## src/rtl/pmp_guard_pkg.sv

```systemverilog
package pmp_guard_pkg;

  typedef enum logic [1:0] {
    MODE_OFF   = 2'd0,
    MODE_TOR   = 2'd1,
    MODE_NA4   = 2'd2,
    MODE_NAPOT = 2'd3
  } match_mode_e;

  localparam int unsigned PERM_R_BIT  = 0;
  localparam int unsigned PERM_W_BIT  = 1;
  localparam int unsigned PERM_X_BIT  = 2;
  localparam int unsigned MODE_LO_BIT = 3;
  localparam int unsigned LOCK_BIT    = 7;

  localparam logic [1:0] KIND_READ    = 2'd0;
  localparam logic [1:0] KIND_WRITE   = 2'd1;
  localparam logic [1:0] KIND_EXEC    = 2'd2;
  localparam logic [1:0] PRIV_MACHINE = 2'd3;

  function automatic match_mode_e cfg_mode(input logic [7:0] c);
    return match_mode_e'(c[MODE_LO_BIT +: 2]);
  endfunction

  function automatic logic cfg_locked(input logic [7:0] c);
    return c[LOCK_BIT];
  endfunction

endpackage

```

## src/rtl/pmp_guard_regs.sv

```systemverilog
module pmp_guard_regs
  import pmp_guard_pkg::*;
#(
  parameter int unsigned NUM_ENTRIES = 4,
  parameter int unsigned REG_W       = 32,
  parameter int unsigned IDX_W       = 2,
  parameter int unsigned CNT_W       = 3
) (
  input  logic                               clk,
  input  logic                               rst_n,
  input  logic                               wr_en,
  input  logic [IDX_W-1:0]                   wr_idx,
  input  logic                               wr_is_addr,
  input  logic [REG_W-1:0]                   wr_data,
  output logic                               wr_accept,
  output logic [NUM_ENTRIES-1:0][7:0]        cfg_tab,
  output logic [NUM_ENTRIES-1:0][REG_W-1:0]  addr_tab,
  output logic [CNT_W-1:0]                   active_cnt,
  output logic                               lock_seen
);

  logic [NUM_ENTRIES-1:0][7:0]       cfg_q, cfg_d;
  logic [NUM_ENTRIES-1:0][REG_W-1:0] addr_q, addr_d;
  logic                              wr_ok;
  logic                              commit;

  // Write permission: own lock, and lock of a top-of-range neighbour above
  always_comb begin
    wr_ok = 1'b0;
    for (int i = 0; i < NUM_ENTRIES; i++) begin
      if (wr_idx == IDX_W'(i)) begin
        wr_ok = !cfg_locked(cfg_q[i]);
        if (wr_is_addr && (i < NUM_ENTRIES - 1)) begin
          if (cfg_locked(cfg_q[(i + 1) % NUM_ENTRIES]) &&
              cfg_mode(cfg_q[(i + 1) % NUM_ENTRIES]) == MODE_TOR)
            wr_ok = 1'b0;
        end
      end
    end
  end

  assign commit    = wr_en && wr_ok;
  assign wr_accept = commit;

  // Next-state
  always_comb begin
    cfg_d  = cfg_q;
    addr_d = addr_q;
    for (int i = 0; i < NUM_ENTRIES; i++) begin
      if (wr_idx == IDX_W'(i)) begin
        if (wr_is_addr) addr_d[i] = wr_data;
        else            cfg_d[i]  = wr_data[7:0];
      end
    end
  end

  // State
  always_ff @(posedge clk or negedge rst_n) begin
    if (!rst_n) begin
      cfg_q  <= '0;
      addr_q <= '0;
    end else if (commit) begin
      cfg_q  <= cfg_d;
      addr_q <= addr_d;
    end
  end

  // Derived status
  always_comb begin
    active_cnt = '0;
    lock_seen  = 1'b0;
    for (int i = 0; i < NUM_ENTRIES; i++) begin
      if (cfg_mode(cfg_q[i]) != MODE_OFF) active_cnt = active_cnt + 1'b1;
      lock_seen = lock_seen | cfg_locked(cfg_q[i]);
    end
  end

  assign cfg_tab  = cfg_q;
  assign addr_tab = addr_q;

  // a refused write leaves the table untouched
  p_refused_hold_r9: assert property (@(posedge clk) disable iff (!rst_n)
    (wr_en && !wr_accept) |=> ($stable(cfg_q) && $stable(addr_q)));

  for (genvar g = 0; g < NUM_ENTRIES; g++) begin : g_chk
    // a lock stays set until reset
    p_lock_sticky_r9: assert property (@(posedge clk) disable iff (!rst_n)
      cfg_q[g][LOCK_BIT] |=> cfg_q[g][LOCK_BIT]);
    // an accepted configuration write lands on the next edge
    p_cfg_lands_r13: assert property (@(posedge clk) disable iff (!rst_n)
      (wr_accept && !wr_is_addr && wr_idx == IDX_W'(g)) |=> cfg_q[g] == $past(wr_data[7:0]));
  end

endmodule

```

## src/rtl/pmp_guard_match.sv

```systemverilog
module pmp_guard_match
  import pmp_guard_pkg::*;
#(
  parameter int unsigned REG_W = 32
) (
  input  logic [REG_W-1:0] req_word,
  input  logic [REG_W-1:0] this_reg,
  input  logic [REG_W-1:0] prev_reg,
  input  match_mode_e      mode,
  output logic             hit
);

  logic [REG_W-1:0] napot_care;

  always_comb begin
    // word ^ (word+1) sets the trailing ones plus the first zero: the size field
    napot_care = ~(this_reg ^ (this_reg + 1'b1));
    case (mode)
      MODE_TOR:   hit = (req_word >= prev_reg) && (req_word < this_reg);
      MODE_NA4:   hit = (req_word == this_reg);
      MODE_NAPOT: hit = ((req_word ^ this_reg) & napot_care) == '0;
      default:    hit = 1'b0;
    endcase
  end

endmodule

```

## src/rtl/pmp_guard_decide.sv

```systemverilog
module pmp_guard_decide
  import pmp_guard_pkg::*;
#(
  parameter int unsigned NUM_ENTRIES = 4,
  parameter int unsigned CNT_W       = 3
) (
  input  logic [NUM_ENTRIES-1:0]      hit,
  input  logic [NUM_ENTRIES-1:0][7:0] cfg_tab,
  input  logic [1:0]                  req_kind,
  input  logic [1:0]                  req_priv,
  input  logic [CNT_W-1:0]            rule_count,
  output logic                        allow
);

  logic       found;
  logic [7:0] win_cfg;
  logic       perm;
  logic       is_machine;
  logic       unused_win;

  always_comb begin
    found   = 1'b0;
    win_cfg = '0;
    // Scan downwards so the lowest matching index is left in place
    for (int i = NUM_ENTRIES - 1; i >= 0; i--) begin
      if (hit[i]) begin
        found   = 1'b1;
        win_cfg = cfg_tab[i];
      end
    end
    is_machine = (req_priv == PRIV_MACHINE);
    case (req_kind)
      KIND_READ:  perm = win_cfg[PERM_R_BIT];
      KIND_WRITE: perm = win_cfg[PERM_W_BIT];
      KIND_EXEC:  perm = win_cfg[PERM_X_BIT];
      default:    perm = 1'b0;
    endcase
    if (found) allow = (is_machine && !cfg_locked(win_cfg)) || perm;
    else       allow = is_machine || (rule_count == '0);
  end

  assign unused_win = ^win_cfg[6:3];

endmodule

```

## src/rtl/pmp_guard.sv

```systemverilog
module pmp_guard
  import pmp_guard_pkg::*;
#(
  parameter  int unsigned NUM_ENTRIES = 4,
  parameter  int unsigned ADDR_W      = 34,
  localparam int unsigned REG_W       = ADDR_W - 2,
  localparam int unsigned IDX_W       = $clog2(NUM_ENTRIES),
  localparam int unsigned CNT_W       = $clog2(NUM_ENTRIES + 1)
) (
  input  logic              clk,
  input  logic              rst_n,
  input  logic              cfg_we,
  input  logic [IDX_W-1:0]  cfg_idx,
  input  logic              cfg_sel_addr,
  input  logic [REG_W-1:0]  cfg_wdata,
  output logic              cfg_ok,
  input  logic [ADDR_W-1:0] req_addr,
  input  logic [1:0]        req_kind,
  input  logic [1:0]        req_priv,
  output logic              chk_allow,
  output logic              chk_fault,
  output logic [1:0]        fault_kind,
  output logic [CNT_W-1:0]  rule_count,
  output logic              any_lock
);

  logic [1:0] rst_pipe;
  logic       rst_sync_n;

  always_ff @(posedge clk or negedge rst_n) begin
    if (!rst_n) rst_pipe <= 2'b00;
    else        rst_pipe <= {rst_pipe[0], 1'b1};
  end
  assign rst_sync_n = rst_pipe[1];

  logic [NUM_ENTRIES-1:0][7:0]       cfg_tab;
  logic [NUM_ENTRIES-1:0][REG_W-1:0] addr_tab;
  logic [NUM_ENTRIES-1:0]            hit;
  logic [REG_W-1:0]                  req_word;
  logic                              unused_lsb;

  assign req_word   = req_addr[ADDR_W-1:2];
  assign unused_lsb = ^req_addr[1:0];

  pmp_guard_regs #(
    .NUM_ENTRIES(NUM_ENTRIES), .REG_W(REG_W), .IDX_W(IDX_W), .CNT_W(CNT_W)
  ) regs_i (
    .clk        (clk),
    .rst_n      (rst_sync_n),
    .wr_en      (cfg_we),
    .wr_idx     (cfg_idx),
    .wr_is_addr (cfg_sel_addr),
    .wr_data    (cfg_wdata),
    .wr_accept  (cfg_ok),
    .cfg_tab    (cfg_tab),
    .addr_tab   (addr_tab),
    .active_cnt (rule_count),
    .lock_seen  (any_lock)
  );

  for (genvar g = 0; g < NUM_ENTRIES; g++) begin : g_ent
    logic [REG_W-1:0] prev_w;
    if (g == 0) begin : g_base
      assign prev_w = '0;
    end else begin : g_chain
      assign prev_w = addr_tab[g-1];
    end
    pmp_guard_match #(.REG_W(REG_W)) match_i (
      .req_word (req_word),
      .this_reg (addr_tab[g]),
      .prev_reg (prev_w),
      .mode     (cfg_mode(cfg_tab[g])),
      .hit      (hit[g])
    );
  end

  pmp_guard_decide #(.NUM_ENTRIES(NUM_ENTRIES), .CNT_W(CNT_W)) decide_i (
    .hit        (hit),
    .cfg_tab    (cfg_tab),
    .req_kind   (req_kind),
    .req_priv   (req_priv),
    .rule_count (rule_count),
    .allow      (chk_allow)
  );

  assign chk_fault  = !chk_allow;
  assign fault_kind = chk_fault ? req_kind : 2'd0;

  // an empty table lets everything through
  p_empty_allow_r8: assert property (@(posedge clk) disable iff (!rst_sync_n)
    (rule_count == '0) |-> chk_allow);
  // without any lock, machine mode is never refused
  p_machine_open_r10: assert property (@(posedge clk) disable iff (!rst_sync_n)
    (!any_lock && req_priv == PRIV_MACHINE) |-> chk_allow);
  // the count never exceeds the table size
  p_count_bound_r11: assert property (@(posedge clk) disable iff (!rst_sync_n)
    rule_count <= CNT_W'(NUM_ENTRIES));
  // the table comes out of reset empty
  p_reset_clear_r1: assert property (@(posedge clk) disable iff (!rst_n)
    $rose(rst_sync_n) |-> (rule_count == '0 && !any_lock));

endmodule

```

## config.mk

```make
export PLATFORM = sky130hd
export DESIGN_NAME = pmp_guard
export DESIGN_NICKNAME = d
export VERILOG_FILES = /design/src/rtl/pmp_guard_pkg.sv /design/src/rtl/pmp_guard_regs.sv /design/src/rtl/pmp_guard_match.sv /design/src/rtl/pmp_guard_decide.sv /design/src/rtl/pmp_guard.sv
export SDC_FILE = /design/constraint.sdc
export NUM_CORES = 1
export LEC_CHECK = 0
export CORE_ASPECT_RATIO = 1.1
export CORE_MARGIN = 1.5
export CORE_UTILIZATION = 30
export CTS_CLUSTER_SIZE = 20
export DETAILED_ROUTE_END_ITERATION = 8
export GPL_TIMING_DRIVEN = 0
export PLACE_DENSITY_LB_ADDON = 0.3
export REMOVE_ABC_BUFFERS = 1
export SETUP_SLACK_MARGIN = 0.2
export SLEW_MARGIN = 20
export SYNTH_ARGS = -nofsm -noshare
export SYNTH_HDL_FRONTEND = slang
export SYNTH_HIERARCHICAL = 1
export SYNTH_SLANG_ARGS = --single-unit
```

## constraint.sdc

```tcl
create_clock -name clk -period 6.45 [get_ports clk]
set_clock_uncertainty 0.05 [all_clocks]
set_input_delay 1.6125 -clock clk [delete_from_list [all_inputs] [get_ports clk]]
set_output_delay 1.6125 -clock clk [all_outputs]
set_load 0.02 [all_outputs]
```

==> After elaboration in Yosys (flattened, before gate mapping) <==
Index checks and enable logic that the tools add are counted.
Widths: inputs -> output; s select.
{ "classes": {"n_addsub": 7, "n_mul": 0, "div_mod_pow": 0, "n_lt_le_gt_ge": 8, "eq_ne": 22, "shift": 0, "muxes": 29, "bitwise": 20, "reduce_logical": 36} }
{ "op_table": {"columns": ["op", "n"], "rows": [
  ["$xor 32x32->32", 8],
  ["$add 32x1->32 const B", 4],
  ["$and 32x32->32", 4],
  ["$eq 32x32->1", 4],
  ["$logic_not 32->1", 4],
  ["$lt 32x32->1", 4],
  ["$not 32->32", 4],
  ["$ge 32x32->1", 3],
  ["$ge 32x1->1 const B", 1],
  ["$mux 8", 4],
  ["$eq 2x2->1 const B", 12],
  ["$reduce_and 3->1", 8],
  ["$mux 1", 16],
  ["$pmux 1 s3", 5],
  ["$eq 2x1->1 const B", 6],
  ["$logic_and 1x1->1", 9],
  ["$mux 3", 3],
  ["$reduce_bool 2->1", 4],
  ["$add 3x1->3 const B", 2],
  ["$logic_not 1->1", 6],
  ["$logic_not 2->1", 2],
  ["$logic_not 3->1", 1],
  ["$or 1x1->1", 3],
  ["$add 1x1->2 const B", 1],
  ["3 further kinds", 4]
]} }
{ "totals": {"regBits": 162, "latch_bits": 0, "mem_bits_rw": 0, "romBits": 0, "input_bits": 76, "out_inout_bits": 9, "wordCells": 131, "n_memories": 0} }

==> Logic depth before layout (Yosys ltp) <==
{ "depth": {"depth_word": 15, "mapped_depth": 16, "ltp_nobuf": 15} }

==> Modules after synthesis <==
Netlist, hierarchy kept.
{ "by_module_without_submodules": {"columns": ["module", "n_inst", "cells_each", "area_each_um2", "seq_area_each_um2"], "rows": [
  ["pmp_guard_match", 4, 295, 2073.2, 0.0],
  ["pmp_guard_regs", 1, 384, 6283.5, 4003.8],
  ["pmp_guard_decide", 1, 33, 221.5, 0.0],
  ["pmp_guard", 1, 7, 73.8, 50.0]
]} }

==> Least setup slack after synthesis <==
Ideal clock, no wire load.
{ "synth_timing": {"path_type": "input -> output", "startpoint": "in req_addr[33]", "endpoint": "out fault_kind[0]", "t_arrival_ns": 4.735, "required_ns": 4.787, "slack_ns": 0.053, "cell_stages": 14, "n_path_buf": 0, "cell_sequence": "ha_1 > nand4_2 > nor4_2 > nor4b_2 > a41o_1 > nand3_1 > a2111oi_1 > o21bai_1 > or3b_1 > nand4b_1 > nor2_1 > nor4_2 > a21oi_2 > nor2b_1"} }
{ "synth_between": {"word_cells_on_any_way": 46, "cone_classes": "order compare (8); eq/ne (4); mux (15); bitwise (8); reduce/logical (11)"} }
{ "synth_rtl": {"columns": ["element", "line_no", "rtl"], "rows": [
  ["from (decl)", "pmp_guard.sv:17", "input logic [ADDR_W-1:0] req_addr,"],
  ["parallel branches: the longest is 3 deep, another holds $ge 32x32->1", null, null],
  ["$pmux 1 s3 (*)", "pmp_guard_match.sv:18", "case (mode)"],
  ["net hit[1]", "pmp_guard.sv:38", "logic [NUM_ENTRIES-1:0] hit;"],
  ["parallel branches: the longest is 5 deep, another holds $mux 8", null, null],
  ["$mux 1 (*)", "pmp_guard_decide.sv:38", "if (found) allow = (is_machine && !cfg_locked(win_cfg)) || perm;"],
  ["net chk_allow", "pmp_guard.sv:20", "output logic chk_allow,"],
  ["$mux 2 (*)", "pmp_guard.sv:87", "assign fault_kind = chk_fault ? req_kind : 2'd0;"],
  ["to (decl)", "pmp_guard.sv:22", "output logic [1:0] fault_kind,"]
]} }
Mark *: on every way through the listed nets, which the timed path passes.

==> Worst setup path in the final report <==
{ "layout_timing": {"startpoint": "in req_addr[33]", "endpoint": "out chk_fault"} }
{ "layout_between": {"word_cells_on_any_way": 46, "cone_classes": "order compare (8); eq/ne (4); mux (14); bitwise (8); reduce/logical (12)"} }
{ "layout_rtl": {"columns": ["element", "line_no", "rtl"], "rows": [
  ["parallel branches: the longest is 3 deep, another holds $ge 32x32->1", null, null],
  ["$pmux 1 s3 (*)", "pmp_guard_match.sv:18", null],
  ["net hit[1]", "pmp_guard.sv:38", null],
  ["parallel branches: the longest is 5 deep, another holds $mux 8", null, null],
  ["$mux 1 (*)", "pmp_guard_decide.sv:38", null],
  ["$logic_not 1->1 (*)", "pmp_guard.sv:86", "assign chk_fault = !chk_allow;"],
  ["to (decl)", "pmp_guard.sv:21", "output logic chk_fault,"]
]} }
Marks and branches as above.

==> results.yml <==
outcome:
  status: "complete, but fails checks"
  violations: "negative setup slack"
die:
  ioPinCount: 85
  die-area_um2: 49900
  die_width_um: 213
  core_um2: 47900
  die_h_um: 234
  rows: 84
  start_util_pct: 30.4
synthesis:
  synth_cells: 1588
  syn_avg_cell_area_um2: 9.18
  synth_area_um2: 14600
  yosysWarnings: 6
global_routing:
  grt_start_max_net_pins: 56
  grt_pass1_vias: 12500
  grt_usage_pct: 18.8
  grt.overflow.total: 0
  grt_pass1_wl_um: 71600
  antenna_found_initial: 0
setup_path:
  end_kind: "output pin"
  cp.required_ns: 4.79
  setup.worst_path.start: "req_addr[33]"
  worst_setup_path_start_kind: "primary input"
  crit_fanout: 8
  cp.arrival_ns: 4.99
  r2r-start: "regs_i/cfg_tab[20]"
  crit_type: "in2out"
finish:
  drive_above_1_share_pct: 19.8
  nets: 2085
  postLayoutCellArea_um2: 18000
  syn_to_final_growth_pct: 23.7
sta:
  worst_slack_ns: -0.203
  hold_viol_final: 0
  rsz0062_at_grt: "yes"
  drv_slew: 0
  maxSlewHeadroom_pct: 29.4
  fmax_mhz: 150
  post-route-min-period_ns: 6.65
  finalCritPeriodShare_pct: 103
  tightest_slew_ns: 1.04
  tns_ns: -0.757
  finalSetupViolCount: 4
clock_tree:
  cts_tree: "done"
  root_buffer: "clkbuf_16"
  cts.sinks: 154
  cts_buffers: 17
  cts_max_level: 4
  clk_pin_slew_worst_paths_ns: 0.07
  ctsHoldBuffers: 0
  clk_latency_ns: 0.44
  clockBufferDepth: 2
pwr:
  swShare_pct: 38.1
  internal_power_uw: 2350
  clkPwrFrac_pct: 25.6
  p_switching_uw: 1450
  pwr-share-comb_pct: 40.5
  power_uw: 3800
  ir_drop_mv: 0.168
  leakage_uw: 0.00795
  pwr-share-seq_pct: 33.9
  powerDensity_nw_per_um2: 211
place:
  dp_hpwl_um: 37100
  place_area_um2: 16300
  place.gp.congestion: 0.926
  port_buffers: 82
flow_run:
  max_cap_viol_count: 0
hold_path:
  hold_path.class: "reg2async"
drt:
  drt-total-wl_um: 46300
  post_drt_wl_per_cell_um: 19.2
  viasPerCell: 5.35
  drt_iter0_markers: 807
  via_count: 12900
  dr.pass1.iters: 5
  drc: 0
  ant_nets: 0
## timing repair
item,in CTS,in global routing
pin swaps,43,3
setup buffers,31,7
setup endpoints to repair,4,4
gates resized for setup,322,7
## metal layers
| layer | track usage [%] | vias up | wire length [um] |
|---|---|---|---|
| met5 | 0 | - | 0 |
| li1 | - | 6155 | - |
| met4 | 5.70 | 0 | 1170 |
| met2 | 31.8 | 390 | 22000 |
| met3 | 2.20 | 73 | 2290 |
| met1 | 24.8 | 6246 | 20900 |
## through the flow
step | util, % | hold WS [ns] | std cells | worst slack [ns]
after detailed placement | 34.0 | 0.168 | 2334 | -2.25
after global routing | 37.6 | 0.181 | 2404 | -0.390
after CTS | 37.5 | 0.165 | 2397 | -0.185
final | 37.6 | 0.153 | 2405 | -0.203
after global placement | 33.8 | 0.286 | 2329 | -2.26
after floorplan | - | 0.281 | 1602 | 0.0386
## power groups by stage
stage | sequential, uW | clock (uW) | combinational, uW
6_report | 1290 | 972 | 1540
5_1_grt | 1320 | 1040 | 1710
4_1_cts | 1290 | 995 | 1490
3_5_place_dp | 1300 | 0 | 1300
3_3_place_gp | 1320 | 0 | 1230
2_1_floorplan | 1240 | 0 | 890
## layout make-up
class | instances | area, um2
Multi-Input combinational cell | 1181 | 10600
Antenna cell | 1 | 2.50
Sequential cell | 154 | 3860
Inverter | 267 | 1000
Tap cell | 645 | 807
Clock buffer | 21 | 470
Clock inverter | 11 | 90.1
Fill cell | 4868 | 29900
Timing Repair Buffer | 125 | 1250
## state kept, by name, indices dropped and copies added (netlist names)
| signal | cells |
|---|---|
| regs_i/cfg_tab | 24 |
| regs_i/addr_tab | 128 |
| rst_pipe | 2 |
## worst paths after layout
check | endpoint | slack (ns) | depth (start not counted)
setup reg to reg | regs_i/addr_tab[53] | 4.20 | 3
hold reg to reg | regs_i/addr_tab[102] | 0.15 | 0
max in group asynchronous | rst_pipe[1] | 4.93 | 1
setup / recovery | chk_fault | -0.20 | 17
min in group clk | rst_pipe[1] | 0.31 | 0
hold / removal | regs_i/addr_tab[102] | 0.15 | 0
## layout by cell type (no fill, tap or decap), types with 33 or more instances in the layout
cell type / count
conb_1: 33
ha_1: 219
clkdlybuf4s50_1: 46
nand2_1: 53
o21ai_0: 52
nor2_1: 69
inv_1: 266
buf_4: 40
a21oi_1: 107
ha_4: 44
nand4_1: 68
dfrtp_1: 153
mux2_2: 131
a31oi_1: 49
## worst max-delay path, stage by stage
cell	delay [ns]
buf_8	0.14
ha_4	0.30
nand4_4	0.12
nor4_4	0.38
nor4b_4	0.29
a41o_1	0.31
nand3_2	0.13
a2111oi_4	0.23
o21bai_4	0.22
or3b_1	0.37
nand4b_1	0.12
nor2_1	0.06
nor4_2	0.28
a21oi_2	0.11
buf_4	0.15
inv_2	0.04
buf_6	0.10
Power figures use the tool's default switching activity.
